--- src/rtl/osc_sync_pkg.sv ---
package osc_sync_pkg;

    typedef enum logic [1:0] {
        PH_LOW  = 2'd0,
        PH_HIGH = 2'd1,
        PH_HELD = 2'd2
    } phase_e;

    // Ring wiring: voice v is synced by voice (v + n - 1) mod n
    function automatic int src_of(input int v, input int n);
        return (v + n - 1) % n;
    endfunction

endpackage

--- src/rtl/osc_phase_track.sv ---
module osc_phase_track
    import osc_sync_pkg::*;
#(
    parameter int ACC_W = 24
) (
    input  logic             clk,
    input  logic             rst_n,
    input  logic [ACC_W-1:0] adv_acc,
    input  logic             test,
    input  logic             clear,
    output logic [ACC_W-1:0] acc_q,
    output logic             msb_rise
);
    localparam int MSB = ACC_W - 1;

    phase_e           state_q;
    phase_e           state_d;
    logic [ACC_W-1:0] acc_d;

    // State register
    always_ff @(posedge clk) begin
        if (!rst_n) begin
            state_q <= PH_LOW;
            acc_q   <= '0;
        end else begin
            state_q <= state_d;
            acc_q   <= acc_d;
        end
    end

    // Next state and next accumulator
    always_comb begin
        state_d = state_q;
        acc_d   = adv_acc;
        if (test) begin
            state_d = PH_HELD;              // T_HOLD
            acc_d   = '0;
        end else if (clear) begin
            state_d = PH_LOW;               // T_SYNC
            acc_d   = '0;
        end else if (adv_acc[MSB]) begin
            state_d = PH_HIGH;              // T_RISE / T_STAY
        end else begin
            state_d = PH_LOW;               // T_WRAP
        end
    end

    // Output decode: rise only from a low or held phase
    always_comb begin
        msb_rise = 1'b0;
        unique case (state_q)
            PH_LOW,
            PH_HELD: msb_rise = !test && adv_acc[MSB];
            PH_HIGH: msb_rise = 1'b0;
            default: msb_rise = 1'b0;
        endcase
    end

endmodule

--- src/rtl/osc_sync_resolve.sv ---
module osc_sync_resolve
    import osc_sync_pkg::*;
#(
    parameter int NUM_VOICES = 3
) (
    input  logic [NUM_VOICES-1:0] rise,
    input  logic [NUM_VOICES-1:0] sync_en,
    output logic [NUM_VOICES-1:0] clear
);
    for (genvar v = 0; v < NUM_VOICES; v++) begin : g_dst
        localparam int SRC  = src_of(v, NUM_VOICES);
        localparam int SRC2 = src_of(SRC, NUM_VOICES);
        logic src_blocked;
        // source that is itself synced this cycle does not pass sync on
        assign src_blocked = sync_en[SRC] && rise[SRC2];
        assign clear[v]    = rise[SRC] && sync_en[v] && !src_blocked;
    end

endmodule

--- src/rtl/osc_ring_msb.sv ---
module osc_ring_msb
    import osc_sync_pkg::*;
#(
    parameter int NUM_VOICES = 3,
    parameter int ACC_W      = 24
) (
    input  logic [NUM_VOICES-1:0][ACC_W-1:0] acc,
    output logic [NUM_VOICES-1:0]            ring_msb
);
    localparam int MSB = ACC_W - 1;

    for (genvar v = 0; v < NUM_VOICES; v++) begin : g_ring
        localparam int SRC = src_of(v, NUM_VOICES);
        assign ring_msb[v] = acc[v][MSB] ^ acc[SRC][MSB];
    end

endmodule

--- src/rtl/osc_sync_ring.sv ---
module osc_sync_ring
    import osc_sync_pkg::*;
#(
    parameter int NUM_VOICES = 3,
    parameter int ACC_W      = 24
) (
    input  logic                            clk,
    input  logic                            rst_n,
    input  logic [NUM_VOICES-1:0][ACC_W-1:0] adv_acc_i,
    input  logic [NUM_VOICES-1:0]            test_i,
    input  logic [NUM_VOICES-1:0]            sync_en_i,
    output logic [NUM_VOICES-1:0][ACC_W-1:0] acc_o,
    output logic [NUM_VOICES-1:0]            msb_rise_o,
    output logic [NUM_VOICES-1:0]            ring_msb_o
);
    logic [NUM_VOICES-1:0] rise;
    logic [NUM_VOICES-1:0] clear;

    for (genvar v = 0; v < NUM_VOICES; v++) begin : g_voice
        osc_phase_track #(.ACC_W(ACC_W)) u_track (
            .clk      (clk),
            .rst_n    (rst_n),
            .adv_acc  (adv_acc_i[v]),
            .test     (test_i[v]),
            .clear    (clear[v]),
            .acc_q    (acc_o[v]),
            .msb_rise (rise[v])
        );
    end

    osc_sync_resolve #(.NUM_VOICES(NUM_VOICES)) u_resolve (
        .rise    (rise),
        .sync_en (sync_en_i),
        .clear   (clear)
    );

    osc_ring_msb #(.NUM_VOICES(NUM_VOICES), .ACC_W(ACC_W)) u_ring (
        .acc      (acc_o),
        .ring_msb (ring_msb_o)
    );

    assign msb_rise_o = rise;

endmodule

--- config.mk ---
export PLATFORM = sky130hd
export DESIGN_NAME = osc_sync_ring
export DESIGN_NICKNAME = d
export VERILOG_FILES = /design/src/rtl/osc_sync_pkg.sv /design/src/rtl/osc_phase_track.sv /design/src/rtl/osc_sync_resolve.sv /design/src/rtl/osc_ring_msb.sv /design/src/rtl/osc_sync_ring.sv
export SDC_FILE = /design/constraint.sdc
export NUM_CORES = 1
export LEC_CHECK = 0
export BUFFER_PORTS_ARGS = -buffer_cell sky130_fd_sc_hd__buf_2
export CAP_MARGIN = 20
export CORE_ASPECT_RATIO = 1.1
export CORE_MARGIN = 3
export CORE_UTILIZATION = 41
export CTS_CLUSTER_DIAMETER = 80
export CTS_CLUSTER_SIZE = 25
export DETAILED_ROUTE_END_ITERATION = 7
export HOLD_SLACK_MARGIN = 0.08
export PLACE_DENSITY = 0.76
export SYNTH_ARGS = -nofsm -noshare
export SYNTH_HDL_FRONTEND = slang
export SYNTH_SLANG_ARGS = --single-unit
--- constraint.sdc ---
create_clock -name clk -period 2.15 [get_ports clk]
set_input_delay 0.215 -clock clk [delete_from_list [all_inputs] [get_ports clk]]
set_output_delay 0.215 -clock clk [all_outputs]
set_load 0.01 [all_outputs]
==> metrics.md <==
| Metric | Value |
|---|---|
| Worst Skew | `0.00738 ns` |
| WHS Path Cells | `3` |
| Syn_area_per_cell | `10.5 sq um` |
| Crit Path Category | `register to output port` |
| Hold Crit Class | `input pin to register` |
| Global-route wire length before repair | `10800 um` |
| Max VDD drop | `between 0.5 and 0.6 mV` |
| Cts hold-fix bufs | `0` |
| Top cell type's share of synthesized area | `0.517` |
| Synth warnings | `0` |
| Cell Chain, Critical Path | `xor2_1 > buf_2` |
| Cell taking the most area after synthesis | `dfxtp_1` |
| Final Net Count | `484` |
| Yosys cell types | `15` |
| R2r startpoint | `g_voice[0].u_track.state_q[0]` |
| Worst-path clk slew | `0.08 ns` |
| Worst EP arrival | `1.19 ns` |
| Post-synthesis sequential area ratio | `0.517` |
| Cell count after placement | `473` |
| Max Cap Viol | `0` |
| Avg WL per Cell | `between 10 and 15 um` |
| Post-Layout Cell Count | `489` |
| Tcrit/Tclk final | `0.654` |
| HPWL after detailed placement | `around 5000 um` |
| Netlist Area Pre-Place | `about 0.0028 sq mm` |
| First-pass iteration count of the detailed router | `4` |
| Setup crit end kind | `output port` |
| RSZ-0062 raised after global routing | `false` |
| Clock insertion delay at the later pin of the skew report | `~0.34 ns` |
| RR Endpoint | `g_voice[1].u_track.acc_q[4]` |
| Worst hold start | `adv_acc_i[12]` |
| Number of gates resized after CTS | `0` |
| Family with the most delay on the worst path | `flip-flops` |
| Clock sinks | `72` |
| Initial DRC count | `124` |
| Required time worst endpoint | `1.93 ns` |
| Worst Setup Start Kind | `register` |
| WHS Endpoint | `g_voice[0].u_track.acc_q[12]` |
| Core area | `0.00638 sq mm` |
| Via count | `around 2500` |
| CTS tree | `yes` |
| Slowest stage cell, crit path | `dfxtp_1` |
| Post-synthesis cell count | `between 200 and 300` |
| Final min period | `1.41 ns` |
| CTS Root Cell | `clkbuf_8` |
| Leakage | `about 0.0018 uW` |
| CTS Buf Count | `9` |
| H-tree depth | `3` |
| FF-to-FF setup slack | `approximately 0.84 ns` |
| M2 GR Usage | `0.283` |
| Slew Limit Fails | `0` |
| Top post-synthesis cells by area | `dfxtp_1 52%, nand3b_1 13%, a21oi_1 8.8%, a211oi_2 8.5%, buf_6 4.0%` |
| Initial Utilization | `0.437` |
| Worst slew margin | `0.571` |
| Status | `finished, final reports clean` |
| Num rows | `30` |
| Post-CTS Setup Inserts | `0` |
| Seq cells post-synth | `72` |
| Bufs on Longest Clock Path | `2` |
| Overflow after GRT | `0` |
| Layout area overhead | `35.1%` |
| RePlAce Congestion | `slightly above 0.8` |
| Fin. Hold Viols | `0` |
| Share of cells above drive strength 1 | `0.494` |
| GRT met1 Usage | `0.205` |
| Post-Route WL | `7000 um` |
| Syn nets | `about 350` |
| Final ANT Viol Nets | `0` |
| Die width | `84.7 um` |
| Final Setup Violations | `0` |
| CP bufs+invs | `1` |
| Max incr delay on CP | `approximately 0.51 ns` |
| Number of port buffers | `157` |
| Antenna cells | `0` |
| CP max FO | `6` |
| PwrDens | `807 mW/mm^2` |
| Total GRT Usage | `0.173` |
| Vias in the first global route | `2248` |
| Slew @ Worst Pin | `0.643 ns` |
| IO Count | `158` |
| Met3 GRT Util | `0.0472` |
| GRT busiest layer | `met2` |
| Fmax | `roughly 0.71 GHz` |
| Drt drc | `0` |
| Initial antenna violation count | `0` |
| Sum of negative setup slack | `0 ns` |
| Die Span Y | `92.5 um` |
| Die ar. | `0.00783 sq mm` |
| R2r worst-path depth | `3` |
| Largest net degree at the start of global routing | `38` |
| Min Hold Slack | `around 0.11 ns` |
| Via/cell ratio | `~5` |
[kinds of logic after synthesis]
kind of cell | Yosys count | synth area share
compound gates | 72 | 0.184
xor+xnor | 3 | 0.00942
buf+inv | 39 | 0.0964
flops | 72 | 0.517
simple gates | 81 | 0.194
[worst reg2reg max path: cells and delay by family, from the launching register on]
family	cells	cell delay (ns)
AOI/OAI and AO/OA	1	0.13
buffers and inverters	1	0.36
DFF	1	0.39
and+or+nand+nor	1	0.30
[Yosys cell counts]
cell       count
nand3b_1      49
nor3b_1        3
buf_2          7
buf_6         10
nand4bb_1      3
xor2_1         3
nor4bb_1       3
a211oi_1       4
clkbuf_1      11
clkbuf_2       1
dfxtp_1       72
a211oi_2      19
buf_4         10
nand2_1       23
a21oi_1       49
[through the flow]
stage / total power, uW / setup WS, ns / area (sq um) / utilization
after detailed placement: 1790 / 0.780 / 3520 / 0.552
after CTS: 3070 / 0.701 / 3770 / 0.591
after floorplan: 1640 / 1.01 / 2790 / -
after global routing: 3160 / 0.648 / 3770 / 0.591
after global placement: 1790 / 0.799 / 3520 / 0.552
final: 3040 / 0.745 / 3770 / 0.591
[area by class of cell]
cell class,instances,area (sq um)
Timing Repair Buffer,165,858
Sequential cell,72,1440
Multi-Input combinational cell,156,1120
Clock buffer,11,141
Fill cell,577,2610
Tap cell,80,100
Clock inverter,5,104
[routing by layer]
| layer | vias up | share of wire |
|---|---|---|
| met4 | 0 | 0.021 |
| li1 | 1207 | - |
| met5 | - | 0 |
| met3 | 12 | 0.087 |
| met1 | 1123 | 0.40 |
| met2 | 110 | 0.49 |
[flip-flops by register name, summed over array words and instances, names as in the netlist]
| signal | flops |
|---|---|
| g_voice.u_track.acc_q | 69 |
| g_voice.u_track.state_q | 3 |
[cell usage in the layout, fill, tap and decap left out]
master     instances
dfxtp_1           72
nor3b_1            3
bufinv_16          3
nand3b_1          49
clkinv_2           1
a211oi_2          19
buf_4              7
a211oi_1           4
a21oi_1           49
buf_12             1
buf_2            157
clkbuf_1           1
nand4bb_1          3
clkinv_4           1
clkbuf_8          10
xor2_1             3
nor4bb_4           3
nand2_1           23
[worst max path at each step]
stage,from,cells past startpoint,endpoint,slack (ns)
floorplan,g_voice[0].u_track.state_q[0],4,g_voice[1].u_track.acc_q[14],1.01
global placement,test_i[0],4,g_voice[1].u_track.acc_q[2],0.80
detailed placement,test_i[0],4,g_voice[1].u_track.acc_q[2],0.78
CTS,g_voice[1].u_track.state_q[0],2,ring_msb_o[1],0.70
global route,g_voice[2].u_track.state_q[0],2,msb_rise_o[2],0.65
finish,g_voice[2].u_track.state_q[0],2,ring_msb_o[2],0.74
[power by group]
group	total, uW	leakage (uW)	switching [uW]	internal [uW]
Combinational	353	0.00108	189	164
Clock	1280	0.000124	481	803
Sequential	1410	0.000590	18.0	1390
(Power assumes the default switching activity.)
